`src/rtl/cga_pkg.sv`:
```
package cga_pkg;
  // Framer phases: hunting for the delimiter, one cycle to pass on K, locked.
  typedef enum logic [1:0] {
    PH_HUNT   = 2'd0,
    PH_SEND_K = 2'd1,
    PH_LOCKED = 2'd2
  } cga_phase_e;
endpackage

```
`src/rtl/cga_shift.sv`:
```
// Source select and serial history window. win_nxt is the window as it
// will be once the current qualified bit has been taken.
module cga_shift #(
  parameter int WIN_W = 10
) (
  input  logic             clk,
  input  logic             rst,
  input  logic             bit_en,
  input  logic             use_bypass,
  input  logic             dscr_bit,
  input  logic             line_bit,
  output logic [WIN_W-1:0] win_nxt
);
  logic             sel_bit;
  logic [WIN_W-1:0] win_q;

  assign sel_bit = use_bypass ? line_bit : dscr_bit;
  // newest bit enters at the LSB, so the oldest bit sits at the MSB
  assign win_nxt = {win_q[WIN_W-2:0], sel_bit};

  always_ff @(posedge clk) begin
    if (rst) begin
      win_q <= '0;
    end else if (bit_en) begin
      win_q <= win_nxt;
    end
  end
endmodule

```
`src/rtl/cga_match.sv`:
```
// Compares the full history window against the delimiter pattern.
module cga_match #(
  parameter int                WIN_W   = 10,
  parameter logic [WIN_W-1:0]  PATTERN = 10'b1100010001
) (
  input  logic [WIN_W-1:0] win,
  output logic             hit
);
  logic [WIN_W-1:0] diff;

  for (genvar i = 0; i < WIN_W; i++) begin : g_bit
    assign diff[i] = win[i] ^ PATTERN[i];
  end

  assign hit = (diff == '0);
endmodule

```
`src/rtl/cga_framer.sv`:
```
// Boundary counter, lock control and registered group outputs.
module cga_framer
  import cga_pkg::*;
#(
  parameter int                  GRP_W     = 5,
  parameter int                  IDLE_RUN  = 2,
  parameter logic [GRP_W-1:0]    IDLE_CODE = 5'b11111,
  localparam int                 WIN_W     = 2 * GRP_W,
  localparam int                 CNT_W     = (GRP_W > 1) ? $clog2(GRP_W) : 1,
  localparam int                 IDL_W     = $clog2(IDLE_RUN + 1)
) (
  input  logic             clk,
  input  logic             rst,
  input  logic             step,
  input  logic             hit,
  input  logic [WIN_W-1:0] win_nxt,
  output logic [GRP_W-1:0] grp_data,
  output logic             grp_valid,
  output logic             aligned
);
  localparam logic [CNT_W-1:0] CNT_LAST  = CNT_W'(GRP_W - 1);
  localparam logic [IDL_W-1:0] IDLE_LAST = IDL_W'(IDLE_RUN - 1);

  cga_phase_e       phase;
  logic [CNT_W-1:0] bit_cnt;
  logic [IDL_W-1:0] idle_cnt;
  logic [GRP_W-1:0] k_hold;
  logic [GRP_W-1:0] new_grp;

  assign new_grp = win_nxt[GRP_W-1:0];

  always_ff @(posedge clk) begin
    if (rst) begin
      phase     <= PH_HUNT;
      bit_cnt   <= '0;
      idle_cnt  <= '0;
      k_hold    <= '0;
      grp_data  <= '0;
      grp_valid <= 1'b0;
      aligned   <= 1'b0;
    end else begin
      grp_valid <= 1'b0;
      unique case (phase)
        PH_HUNT: begin
          if (step && hit) begin
            grp_data  <= win_nxt[WIN_W-1:GRP_W];
            grp_valid <= 1'b1;
            k_hold    <= win_nxt[GRP_W-1:0];
            aligned   <= 1'b1;
            bit_cnt   <= '0;
            idle_cnt  <= '0;
            phase     <= PH_SEND_K;
          end
        end
        PH_SEND_K: begin
          grp_data  <= k_hold;
          grp_valid <= 1'b1;
          phase     <= PH_LOCKED;
          if (step) begin
            bit_cnt <= CNT_W'(1);
          end
        end
        PH_LOCKED: begin
          if (step) begin
            if (bit_cnt == CNT_LAST) begin
              bit_cnt   <= '0;
              grp_data  <= new_grp;
              grp_valid <= 1'b1;
              if (new_grp == IDLE_CODE) begin
                if (idle_cnt == IDLE_LAST) begin
                  idle_cnt <= '0;
                  aligned  <= 1'b0;
                  phase    <= PH_HUNT;
                end else begin
                  idle_cnt <= idle_cnt + IDL_W'(1);
                end
              end else begin
                idle_cnt <= '0;
              end
            end else begin
              bit_cnt <= bit_cnt + CNT_W'(1);
            end
          end
        end
        default: phase <= PH_HUNT;
      endcase
    end
  end
endmodule

```
`src/rtl/cg_aligner.sv`:
```
module cg_aligner #(
  parameter int                      GRP_W      = 5,
  parameter int                      IDLE_RUN   = 2,
  parameter logic [2*GRP_W-1:0]      JK_PATTERN = 10'b1100010001,
  parameter logic [GRP_W-1:0]        IDLE_CODE  = 5'b11111
) (
  input  logic             clk,
  input  logic             rst,
  input  logic             bit_en,
  input  logic             use_bypass,
  input  logic             dscr_bit,
  input  logic             line_bit,
  output logic [GRP_W-1:0] grp_data,
  output logic             grp_valid,
  output logic             aligned
);
  localparam int WIN_W = 2 * GRP_W;

  logic [WIN_W-1:0] win_nxt;
  logic             jk_hit;

  cga_shift #(.WIN_W(WIN_W)) u_shift (
    .clk        (clk),
    .rst        (rst),
    .bit_en     (bit_en),
    .use_bypass (use_bypass),
    .dscr_bit   (dscr_bit),
    .line_bit   (line_bit),
    .win_nxt    (win_nxt)
  );

  cga_match #(.WIN_W(WIN_W), .PATTERN(JK_PATTERN)) u_match (
    .win (win_nxt),
    .hit (jk_hit)
  );

  cga_framer #(
    .GRP_W     (GRP_W),
    .IDLE_RUN  (IDLE_RUN),
    .IDLE_CODE (IDLE_CODE)
  ) u_framer (
    .clk       (clk),
    .rst       (rst),
    .step      (bit_en),
    .hit       (jk_hit),
    .win_nxt   (win_nxt),
    .grp_data  (grp_data),
    .grp_valid (grp_valid),
    .aligned   (aligned)
  );
endmodule

```
`config.mk`:
```
export PLATFORM = sky130hd
export DESIGN_NAME = cg_aligner
export DESIGN_NICKNAME = d
export VERILOG_FILES = /design/src/rtl/cga_pkg.sv /design/src/rtl/cga_shift.sv /design/src/rtl/cga_match.sv /design/src/rtl/cga_framer.sv /design/src/rtl/cg_aligner.sv
export SDC_FILE = /design/constraint.sdc
export NUM_CORES = 1
export LEC_CHECK = 0
export BUFFER_PORTS_ARGS = -buffer_cell sky130_fd_sc_hd__buf_2
export CAP_MARGIN = 5
export CELL_PAD_IN_SITES_DETAIL_PLACEMENT = 1
export CELL_PAD_IN_SITES_GLOBAL_PLACEMENT = 1
export CORE_ASPECT_RATIO = 1.1
export CORE_MARGIN = 1
export CORE_UTILIZATION = 45
export CTS_CLUSTER_DIAMETER = 100
export DETAILED_ROUTE_END_ITERATION = 12
export PLACE_DENSITY_LB_ADDON = 0.15
export SLEW_MARGIN = 20
export SYNTH_ARGS = -nofsm -noshare
export SYNTH_HDL_FRONTEND = slang
export SYNTH_SLANG_ARGS = --single-unit
export TNS_END_PERCENT = 10
```
`constraint.sdc`:
```
create_clock -name clk -period 2.43 [get_ports clk]
set_input_delay 0.243 -clock clk [delete_from_list [all_inputs] [get_ports clk]]
set_output_delay 0.243 -clock clk [all_outputs]
set_load 0.02 [all_outputs]
```
[Yosys cells after proc, flatten, opt, wreduce, memory -nomap -nowiden]
Index checks and enable logic that the tools add are counted.
Word-level totals
  flip-flop bits (word level): 28
  input bits: 6
Cells by class
  add/subtract/negate cells: 2
  eq/ne operators: 11
  mux-type cells: 32
  bitwise logic cells: 4
  reduce and logical (&&, ||, !) cells: 11
Operators with widths (count)
  2-bit two-way mux: 10
  5-bit two-way mux: 3
  5-bit one-hot mux with 3 select lines: 1
  3-bit two-way mux: 4
  4-bit AND reduction: 3
  10-bit zero test: 1
  1-bit two-way mux: 9
  3-bit one-hot mux with 3 select lines: 1
  2-bit by 1-bit != test with 1-bit output, second input constant: 4
  2-bit one-hot mux with 3 select lines: 1
  6-bit AND reduction: 1
  5-bit equality test, second input constant: 1
  5-bit AND reduction: 1
  2-bit by 1-bit equality test with 1-bit output, second input constant: 2
  2-bit != test, second input constant: 2
  1-bit inverter: 4
  2-bit one-hot mux with 2 select lines: 1
  3-bit by 1-bit adder with 3-bit output, second input constant: 1
  3-bit equality test, second input constant: 1
  1-bit one-hot mux with 3 select lines: 1
  3-bit nonzero test: 1
  2-bit by 1-bit adder with 2-bit output, second input constant: 1
  2-bit equality test, second input constant: 1
  2-bit zero test: 1
  4 further kinds: 4

[Longest topological paths before layout]
Gate-level depths: netlist (run 1).
  word-level depth: 6
  mapped depth: 7
  gate-level depth less buffers: 6

[Modules after synthesis]
A second synthesis (run 1) with hierarchy kept.
Second synthesis, totals
  cells, all modules: 153
  area, all modules: 1393.8 µm²
Modules (own cells, without submodules)
  cga_framer: instances 1, cells each 118, area an instance 1009.7 µm², sequential area each 380.4 µm²
  cga_shift: instances 1, cells each 32, area an instance 349.1 µm², sequential area each 180.2 µm²
  cga_match: instances 1, cells each 3, area an instance 35.0 µm², sequential area each 0.0 µm²

[Worst setup path before layout (run 1)]
OpenSTA, ideal clock, no wires.
  path type: reg2reg
  start: register u_framer.phase[0]
  end: register u_framer.idle_cnt[0]
  library setup time: 70 ps
  arrival: 1841 ps
  data required time: 2360 ps
  slack: 519 ps
  cell stages (with the launch flop): 8
  path buffers: 1
  clock period less this slack: 1911 ps
  cells stage by stage: dfxtp_1 > inv_1 > ha_1 > buf_4 > or3b_1 > o41a_1 > or3b_1 > a21oi_1
On the way
  longest elaborated chain between the ends: 3
  elaborated cells on any way between the ends: 8
RTL lines
  start: declaration: line cga_framer.sv:24  | cga_phase_e phase;
  start signal: assignment: line cga_framer.sv:34  | phase <= PH_HUNT;
  start signal: assignment: line cga_framer.sv:52  | phase <= PH_SEND_K;
  start signal: assignment: line cga_framer.sv:58  | phase <= PH_LOCKED;
  2-bit equality test or 2-bit zero test (tied branches): line cga_framer.sv:43  | unique case (phase)
  2-bit by 1-bit != test with 1-bit output (no source line), or another cell as far along
  4-bit AND reduction (no source line)
  end signal: assignment: line cga_framer.sv:75  | idle_cnt <= idle_cnt + IDL_W'(1);
  end: declaration: line cga_framer.sv:26  | logic [IDL_W-1:0] idle_cnt;
Parallel ways exist; a longest one is shown, timed or not.
A chain may end at the register's enable or synchronous reset.

[Final worst setup path (run 1)]
Same ends and word-level chain as after synthesis.

==> impl_metrics.prom, run 1 <==
# TYPE chip_impl_metric gauge
chip_impl_metric{name="synthesis.area",unit="sq mm"} 0.00151
chip_impl_metric{name="p_total",unit="uW"} 824
chip_impl_metric{name="gpl.final_weighted_congestion",unit=""} 0.794
chip_impl_info{name="post_synth_most_frequent_cells",value="sky130_fd_sc_hd__dfxtp_1 (28), sky130_fd_sc_hd__nor2_1 (21), sky130_fd_sc_hd__mux2i_1 (18)"} 1
chip_impl_metric{name="met3_length",unit="um"} 77
chip_impl_metric{name="cell_internal_pwr",unit="uW"} 646
chip_impl_info{name="grt_setup_unrepaired",value="false"} 1
chip_impl_metric{name="clk_pin_slew_worst_paths",unit="ns"} 0.16
chip_impl_metric{name="preCtsSetupSlack",unit="ns"} 0.283
chip_impl_metric{name="postCtsSetupRepairBufs",unit=""} 0
chip_impl_metric{name="setup_ws",unit="ns"} 0.250
chip_impl_metric{name="grt_antenna_before_repair",unit=""} 0
chip_impl_metric{name="place_area",unit="sq mm"} 0.00159
chip_impl_metric{name="power_frac_seq",unit=""} 0.566
chip_impl_metric{name="clockPowerShare",unit=""} 0.388
chip_impl_metric{name="detail_route.vias_per_cell",unit=""} 6.10
chip_impl_metric{name="switching_power_total",unit="uW"} 178
chip_impl_metric{name="power_density",unit="mW/mm^2"} 503
chip_impl_metric{name="fmaxAchievable",unit="MHz"} 459
chip_impl_metric{name="slew_headroom",unit=""} 0.611
chip_impl_metric{name="post_cts_resized",unit=""} 0
chip_impl_info{name="path_common_cell",value="sky130_fd_sc_hd__or3b_1"} 1
chip_impl_metric{name="route.met2.wl",unit="mm"} 1.81
chip_impl_metric{name="clock_tree.buffer_depth",unit=""} 2
chip_impl_metric{name="boundaryPins",unit=""} 13
chip_impl_metric{name="cts_made_buffers",unit=""} 3
chip_impl_info{name="root_buf_cell",value="sky130_fd_sc_hd__clkbuf_4"} 1
chip_impl_metric{name="fin_skew",unit="ns"} 0.00195
chip_impl_metric{name="grt_start_max_net_pins",unit=""} 35
chip_impl_metric{name="syn_inst",unit=""} 162
chip_impl_info{name="worstPathCellList",value="inv_1 -> ha_1 -> or3b_1 -> o41a_1 -> or3b_1 -> a21oi_1"} 1
chip_impl_metric{name="sinks_on_the_clock_net",unit=""} 28
chip_impl_info{name="violations",value="DRC"} 1
chip_impl_metric{name="timing.max_cap.violations",unit=""} 0
chip_impl_metric{name="critical_path_required",unit="ns"} 2.73
chip_impl_metric{name="final_layout_size_suffix_gt1_frac",unit=""} 0.141
chip_impl_metric{name="vias",unit=""} 1244
chip_impl_metric{name="worstPathArrival",unit="ns"} 2.48
chip_impl_info{name="crit_path_top_delay_cell",value="sky130_fd_sc_hd__or3b_1"} 1
chip_impl_metric{name="detail_route.wirelength.met1",unit="mm"} 1.60
chip_impl_metric{name="track_usage",unit=""} 0.219
chip_impl_info{name="dominant_synthesized_flop_cell",value="sky130_fd_sc_hd__dfxtp_1"} 1
chip_impl_metric{name="floorplan.initialDensity",unit=""} 0.483
chip_impl_metric{name="die-width",unit="um"} 57.2
chip_impl_metric{name="final_hold_viol_count",unit=""} 0
chip_impl_info{name="criticalPathCategory",value="flip-flop to flip-flop"} 1
chip_impl_metric{name="path_buf_inv",unit=""} 1
chip_impl_metric{name="seq_area",unit="sq um"} 561
chip_impl_info{name="synthMostInstantiatedCell",value="sky130_fd_sc_hd__dfxtp_1"} 1
chip_impl_metric{name="detail_route.drc_violations",unit=""} 2
chip_impl_metric{name="combinationalPowerShare",unit=""} 0.046
chip_impl_metric{name="die_height",unit="um"} 62.7
chip_impl_metric{name="final-setup-viol-count",unit=""} 0
chip_impl_metric{name="worst-slew-pin-transition",unit="ns"} 0.567
chip_impl_info{name="setup.worst_path.start_class",value="flip-flop"} 1
chip_impl_metric{name="power.leakage",unit="uW"} 0.000636
chip_impl_info{name="status",value="finished, violations left"} 1
chip_impl_metric{name="core",unit="sq mm"} 0.00313
chip_impl_info{name="ys_top_cells_by_area",value="sky130_fd_sc_hd__dfxtp_1 (37%), sky130_fd_sc_hd__mux2i_1 (12%), sky130_fd_sc_hd__ha_1 (6.6%), sky130_fd_sc_hd__nand2b_1 (5.4%), sky130_fd_sc_hd__nor2_1 (5.2%)"} 1
chip_impl_metric{name="yosys_warning_total",unit=""} 0
chip_impl_metric{name="timing.setup.tns",unit="ns"} 0
chip_impl_metric{name="final-max-slew-violation-count",unit=""} 0
chip_impl_info{name="critical_path.endpoint_type",value="flip-flop"} 1
chip_impl_metric{name="synth-edff-count",unit=""} 0
chip_impl_metric{name="drt-wirelength-per-cell",unit="um"} 17.6
chip_impl_metric{name="num-fill-cells",unit=""} 363
chip_impl_metric{name="postSynthRegisterBits",unit=""} 28
chip_impl_metric{name="wire_length_of_the_first_global_routing_pass",unit="mm"} 6.15
chip_impl_metric{name="synth_top_area_share",unit=""} 0.371
chip_impl_info{name="top_layer",value="met4"} 1
chip_impl_metric{name="post_synth_num_cell_types",unit=""} 38
chip_impl_metric{name="detailedPlacementHpwl",unit="mm"} 2.62
chip_impl_metric{name="drtIter0Drc",unit=""} 34
chip_impl_metric{name="synth_async_sr_flop_share",unit=""} 0
chip_impl_metric{name="htree_num_levels",unit=""} 1
chip_impl_info{name="worstHoldPathType",value="primary input to flip-flop"} 1
chip_impl_metric{name="floorplan.die_area",unit="sq mm"} 0.00359
chip_impl_metric{name="syn_nets",unit=""} 176
chip_impl_metric{name="syn_to_final_growth",unit="%"} 8.54
chip_impl_metric{name="swShare",unit=""} 0.216
chip_impl_metric{name="syn_area_per_cell",unit="sq um"} 9.31
chip_impl_info{name="path_delay_family",value="simple AND/OR/NAND/NOR gates"} 1
chip_impl_metric{name="final_cell_area",unit="sq mm"} 0.00164
chip_impl_metric{name="antenna_cells_inserted",unit=""} 0
chip_impl_metric{name="number_of_optimization_iterations_in_the_first_detailed_route_pass",unit=""} 10
chip_impl_metric{name="multi_input_comb_area",unit="sq um"} 892
chip_impl_metric{name="crit_path_max_fanout",unit=""} 10
chip_impl_metric{name="synth_seq_area_share",unit=""} 0.371
chip_impl_metric{name="buffers_on_ports",unit=""} 12
chip_impl_metric{name="vdd_drop_max",unit="V"} 0.000336
chip_impl_metric{name="fin_crit",unit="ns"} 2.18
chip_impl_metric{name="cp_slowest_stage_delay",unit="ns"} 0.41
chip_impl_metric{name="detail-route-antenna-nets",unit=""} 0
chip_impl_metric{name="detail_route.wirelength",unit="mm"} 3.58
chip_impl_metric{name="postCtsHoldBufs",unit=""} 0
chip_impl_info{name="yosysTopAreaCell",value="sky130_fd_sc_hd__dfxtp_1"} 1
chip_impl_metric{name="clock_latency",unit="ns"} 0.35
chip_impl_metric{name="vias_in_the_first_global_route",unit=""} 1298
chip_impl_metric{name="min_period_over_period",unit=""} 0.897
chip_impl_metric{name="layout.nets",unit=""} 185
chip_impl_metric{name="row_count",unit=""} 21
chip_impl_info{name="cts_tree",value="done"} 1
chip_impl_metric{name="globalRouteOverflowTotal",unit=""} 0
[area by class of cell]
type,instances,share of cell area
Multi-Input combinational cell,120,0.545
Inverter,4,0.00917
Clock buffer,3,0.0138
Clock inverter,1,0.0183
Timing Repair Buffer,14,0.0458
Tap cell,34,0.0260
Sequential cell,28,0.342
[sequential cells by signal, summed over array words and instances (netlist names)]
register / count
u_framer.aligned: 1
u_framer.grp_valid: 1
u_shift.win_q: 9
u_framer.grp_data: 5
u_framer.bit_cnt: 3
u_framer.idle_cnt: 2
u_framer.phase: 2
u_framer.k_hold: 5
[through the flow]
step / std cells / utilization / hold slack [ns]
3_3_place_gp: 200 / 0.507 / 0.447
3_5_place_dp: 200 / 0.507 / 0.449
6_report: 204 / 0.524 / 0.337
4_1_cts: 204 / 0.524 / 0.335
5_1_grt: 204 / 0.524 / 0.370
2_1_floorplan: 162 / - / 0.427
[layer usage]
layer / up-vias / global-route usage
met5: - / 0
met4: 0 / 0.0884
met3: 8 / 0.0248
met2: 23 / 0.387
met1: 607 / 0.266
li1: 606 / -
[power groups by stage]
stage               clock, uW  sequential, uW  combinational [uW]
floorplan                   0             474                26.9
global placement            0             476                36.1
detailed placement          0             476                37.6
CTS                       327             466                37.9
global route              344             467                41.3
finish                    320             466                37.6
[worst paths after layout]
| path | start | end | slack (ns) | cells past startpoint |
|---|---|---|---|---|
| worst min register to register | u_framer.k_hold[3] | u_framer.k_hold[3] | 0.48 | 1 |
| worst max register to register | u_framer.phase[0] | u_framer.idle_cnt[0] | 0.25 | 6 |
| worst max-delay path | u_framer.phase[0] | u_framer.idle_cnt[0] | 0.25 | 6 |
| worst min-delay path | rst | u_framer.k_hold[4] | 0.34 | 2 |
[cells in the final DEF, fill, tap and decap left out, types with 2 or more instances in the layout]
cell type / n
sky130_fd_sc_hd__and2_1: 4
sky130_fd_sc_hd__nand2b_1: 13
sky130_fd_sc_hd__a21oi_1: 2
sky130_fd_sc_hd__a22oi_1: 6
sky130_fd_sc_hd__buf_2: 12
sky130_fd_sc_hd__a211oi_1: 3
sky130_fd_sc_hd__nor3b_1: 2
sky130_fd_sc_hd__a211o_1: 5
sky130_fd_sc_hd__ha_1: 8
sky130_fd_sc_hd__nor2b_1: 2
sky130_fd_sc_hd__and4bb_2: 2
sky130_fd_sc_hd__nand2_1: 3
sky130_fd_sc_hd__nand4_1: 4
sky130_fd_sc_hd__nor2_1: 21
sky130_fd_sc_hd__nand4bb_1: 2
sky130_fd_sc_hd__or3b_1: 2
sky130_fd_sc_hd__nand3_1: 2
sky130_fd_sc_hd__buf_4: 2
sky130_fd_sc_hd__inv_1: 4
sky130_fd_sc_hd__nor3_1: 4
sky130_fd_sc_hd__o21ba_2: 2
sky130_fd_sc_hd__a31oi_1: 2
sky130_fd_sc_hd__mux2i_1: 18
sky130_fd_sc_hd__dfxtp_1: 28
sky130_fd_sc_hd__clkbuf_4: 3
[cells by family (layout without fill, tap and decap cells)]
kind of cell | count (synthesis) | count (layout) | share of synthesized area
simple gates | 67 | 67 | 0.261
flops | 28 | 28 | 0.371
compound gates | 26 | 26 | 0.137
mux | 19 | 19 | 0.127
buf+inv | 14 | 22 | 0.0373
fa+ha+maj | 8 | 8 | 0.0663
[worst reg2reg max path: cells and delay by family (launching register included)]
family          cells  cell delay (ns)
compound gates      2             0.48
fa+ha+maj           1             0.37
buf+inv             1             0.10
flops               1             0.40
simple gates        2             0.78
No activity file was read; power rests on OpenSTA's default activity.
==> inputs of run 2 (changes only) <==
SETUP_SLACK_MARGIN = 0.5   (was default)
SLEW_MARGIN = default   (was 20)
==> impl_metrics.prom, run 2 (same netlist as run 1, synthesis figures left out) <==
# TYPE chip_impl_metric gauge
chip_impl_info{name="status",value="finished, violations left"} 1
chip_impl_info{name="violations",value="DRC"} 1
chip_impl_metric{name="final_layout_size_suffix_gt1_frac",unit=""} 0.191
chip_impl_metric{name="number_of_optimization_iterations_in_the_first_detailed_route_pass",unit=""} 8
chip_impl_info{name="grt_setup_unrepaired",value="true"} 1
chip_impl_metric{name="fin_skew",unit="ns"} 0.00323
chip_impl_metric{name="clock_tree.buffer_depth",unit=""} 2
chip_impl_info{name="top_layer",value="met4"} 1
chip_impl_metric{name="worstPathArrival",unit="ns"} 2.26
chip_impl_metric{name="worstHoldPathCells",unit=""} 2
chip_impl_metric{name="grt_antenna_before_repair",unit=""} 0
chip_impl_info{name="worstReg2RegStart",value="u_framer.phase[0]"} 1
chip_impl_info{name="min-delay-start",value="rst"} 1
chip_impl_info{name="setup.worst_path.start_class",value="flip-flop"} 1
chip_impl_metric{name="worst-slew-pin-transition",unit="ns"} 0.557
chip_impl_info{name="worstPathCellList",value="inv_1 -> ha_4 -> or3b_1 -> o41a_1 -> or3b_1 -> a21oi_1"} 1
chip_impl_info{name="crit_path_top_delay_cell",value="sky130_fd_sc_hd__dfxtp_2"} 1
chip_impl_info{name="max_flop_register",value="u_shift.win_q"} 1
chip_impl_info{name="worstHoldPathType",value="primary input to flip-flop"} 1
chip_impl_metric{name="route.met2.wl",unit="mm"} 1.87
chip_impl_metric{name="cp_slowest_stage_delay",unit="ns"} 0.39
chip_impl_metric{name="boundaryPins",unit=""} 13
chip_impl_metric{name="power_density",unit="mW/mm^2"} 490
chip_impl_metric{name="gpl.final_weighted_congestion",unit=""} 0.794
chip_impl_metric{name="drt-wirelength-per-cell",unit="um"} 17.7
chip_impl_metric{name="buffers_on_ports",unit=""} 12
chip_impl_metric{name="postCtsHoldBufs",unit=""} 0
chip_impl_metric{name="clk_pin_slew_worst_paths",unit="ns"} 0.16
chip_impl_metric{name="swShare",unit=""} 0.216
chip_impl_metric{name="detail-route-antenna-nets",unit=""} 0
chip_impl_info{name="path_common_cell",value="sky130_fd_sc_hd__or3b_1"} 1
chip_impl_metric{name="detail_route.vias_per_cell",unit=""} 6.03
chip_impl_metric{name="slew_headroom",unit=""} 0.618
chip_impl_metric{name="combinationalPowerShare",unit=""} 0.046
chip_impl_metric{name="grt_start_max_net_pins",unit=""} 35
chip_impl_metric{name="sinks_on_the_clock_net",unit=""} 28
chip_impl_metric{name="core",unit="sq mm"} 0.00313
chip_impl_metric{name="antenna_cells_inserted",unit=""} 0
chip_impl_metric{name="detail_route.drc_violations",unit=""} 4
chip_impl_metric{name="power.leakage",unit="uW"} 0.000652
chip_impl_metric{name="die-width",unit="um"} 57.2
chip_impl_metric{name="dpl.cell_count",unit=""} 200
chip_impl_metric{name="clock_latency",unit="ns"} 0.35
chip_impl_metric{name="critical_path_required",unit="ns"} 2.73
chip_impl_info{name="mostFrequentLayoutCell",value="sky130_fd_sc_hd__dfxtp_1"} 1
chip_impl_metric{name="floorplan.initialDensity",unit=""} 0.483
chip_impl_metric{name="timing.max_cap.violations",unit=""} 0
chip_impl_metric{name="detail_route.wirelength.met1",unit="mm"} 1.66
chip_impl_metric{name="cts_made_buffers",unit=""} 3
chip_impl_metric{name="cell_internal_pwr",unit="uW"} 646
chip_impl_metric{name="floorplan.die_area",unit="sq mm"} 0.00359
chip_impl_metric{name="fin_crit",unit="ns"} 1.96
chip_impl_info{name="cts_tree",value="done"} 1
chip_impl_metric{name="regToRegSetupSlack",unit="ns"} 0.47
chip_impl_metric{name="vdd_drop_max",unit="V"} 0.000335
chip_impl_metric{name="switching_power_total",unit="uW"} 178
chip_impl_metric{name="rr_worst_depth",unit=""} 6
chip_impl_metric{name="place_area",unit="sq mm"} 0.00159
chip_impl_metric{name="clockPowerShare",unit=""} 0.388
chip_impl_metric{name="vias",unit=""} 1249
chip_impl_metric{name="final_hold_viol_count",unit=""} 0
chip_impl_metric{name="die_height",unit="um"} 62.7
chip_impl_metric{name="seq_area",unit="sq um"} 563
chip_impl_metric{name="layout.nets",unit=""} 188
chip_impl_metric{name="final-max-slew-violation-count",unit=""} 0
chip_impl_metric{name="power_frac_seq",unit=""} 0.566
chip_impl_metric{name="htree_num_levels",unit=""} 1
chip_impl_metric{name="fmaxAchievable",unit="MHz"} 510
chip_impl_metric{name="row_count",unit=""} 21
chip_impl_info{name="critical_path.endpoint_type",value="flip-flop"} 1
chip_impl_info{name="layout.cells.most_common_list",value="sky130_fd_sc_hd__dfxtp_1 (26), sky130_fd_sc_hd__nor2_1 (21), sky130_fd_sc_hd__mux2i_1 (18), sky130_fd_sc_hd__nand2b_1 (13), sky130_fd_sc_hd__buf_2 (12)"} 1
chip_impl_info{name="criticalPathCategory",value="flip-flop to flip-flop"} 1
chip_impl_metric{name="wire_length_of_the_first_global_routing_pass",unit="mm"} 6.13
chip_impl_metric{name="detail_route.wirelength",unit="mm"} 3.67
chip_impl_metric{name="crit_path_max_fanout",unit=""} 6
chip_impl_metric{name="met3_length",unit="um"} 56
chip_impl_info{name="worst_min_delay_path_endpoint",value="u_framer.k_hold[4]"} 1
chip_impl_info{name="root_buf_cell",value="sky130_fd_sc_hd__clkbuf_4"} 1
chip_impl_metric{name="detailedPlacementHpwl",unit="mm"} 2.62
chip_impl_metric{name="vias_in_the_first_global_route",unit=""} 1298
chip_impl_info{name="crit-reg2reg-capture",value="u_framer.idle_cnt[0]"} 1
chip_impl_info{name="reg_top3",value="u_shift.win_q: 9 flops, u_framer.grp_data: 5 flops, u_framer.k_hold: 5 flops"} 1
chip_impl_metric{name="max_reg_flops",unit=""} 9
chip_impl_metric{name="num-fill-cells",unit=""} 359
chip_impl_metric{name="timing.setup.tns",unit="ns"} 0
chip_impl_metric{name="min_period_over_period",unit=""} 0.806
chip_impl_metric{name="multi_input_comb_area",unit="sq um"} 912
chip_impl_metric{name="final-setup-viol-count",unit=""} 0
chip_impl_metric{name="track_usage",unit=""} 0.218
chip_impl_metric{name="drtIter0Drc",unit=""} 40
chip_impl_metric{name="setup_ws",unit="ns"} 0.471
chip_impl_metric{name="preCtsSetupSlack",unit="ns"} 0.283
chip_impl_metric{name="globalRouteOverflowTotal",unit=""} 0
chip_impl_metric{name="final_cell_area",unit="sq mm"} 0.00168
chip_impl_metric{name="layoutNonFillerInstCount",unit=""} 207
chip_impl_metric{name="hold_ws",unit="ns"} 0.339
chip_impl_metric{name="syn_to_final_growth",unit="%"} 11.5
==> run 2: timing repair <==
item | 4_1_cts | 5_1_grt
pin swaps | 0 | 1
buffers inserted | 0 | 3
setup endpoints to repair | 8 | 15
gates resized for setup | 3 | 4
==> run 2: worst max-delay path by stage <==
stage,slack [ns],depth (start not counted),end,startpoint
final,0.47,6,u_framer.idle_cnt[0],u_framer.phase[0]
after global routing,0.36,6,u_framer.idle_cnt[0],u_framer.phase[0]
after CTS,0.38,6,u_framer.idle_cnt[0],u_framer.phase[0]
after detailed placement,0.28,6,u_framer.idle_cnt[0],u_framer.phase[0]
after global placement,0.40,6,u_framer.idle_cnt[0],u_framer.phase[0]
after floorplan,0.52,7,u_framer.idle_cnt[0],u_framer.phase[0]
==> run 2: layout make-up <==
cell class / count / area share
multi-input combinational: 120 / 0.542
clock buffer: 3 / 0.0134
timing repair buffer: 17 / 0.0580
sequential: 28 / 0.335
tap: 34 / 0.0253
inverter: 4 / 0.00892
clock inverter: 1 / 0.0178
==> run 2: power by group through the flow <==
| stage | clock (uW) | combinational, uW | sequential (uW) |
|---|---|---|---|
| 6_report | 320 | 37.8 | 466 |
| 2_1_floorplan | 0 | 26.9 | 474 |
| 3_3_place_gp | 0 | 36.1 | 476 |
| 4_1_cts | 327 | 37.9 | 466 |
| 5_1_grt | 344 | 41.4 | 467 |
| 3_5_place_dp | 0 | 37.6 | 476 |
==> run 2: metal layers <==
layer | up-vias | track usage
met5 | - | 0
met4 | 0 | 0.0884
met1 | 614 | 0.264
met2 | 18 | 0.387
met3 | 8 | 0.0248
li1 | 609 | -
==> run 2: critical path: cells and delay by family (launching register included) <==
kind / cells / cell delay, ns
adders and majority gates: 1 / 0.18
AOI/OAI and AO/OA: 2 / 0.48
buffers and inverters: 1 / 0.12
and+or+nand+nor: 2 / 0.74
DFF: 1 / 0.39
==> run 2: metrics by stage <==
stage	total power, uW	util
floorplan	501	-
finish	824	0.538
detailed placement	514	0.507
CTS	832	0.529
global placement	512	0.507
global route	853	0.538
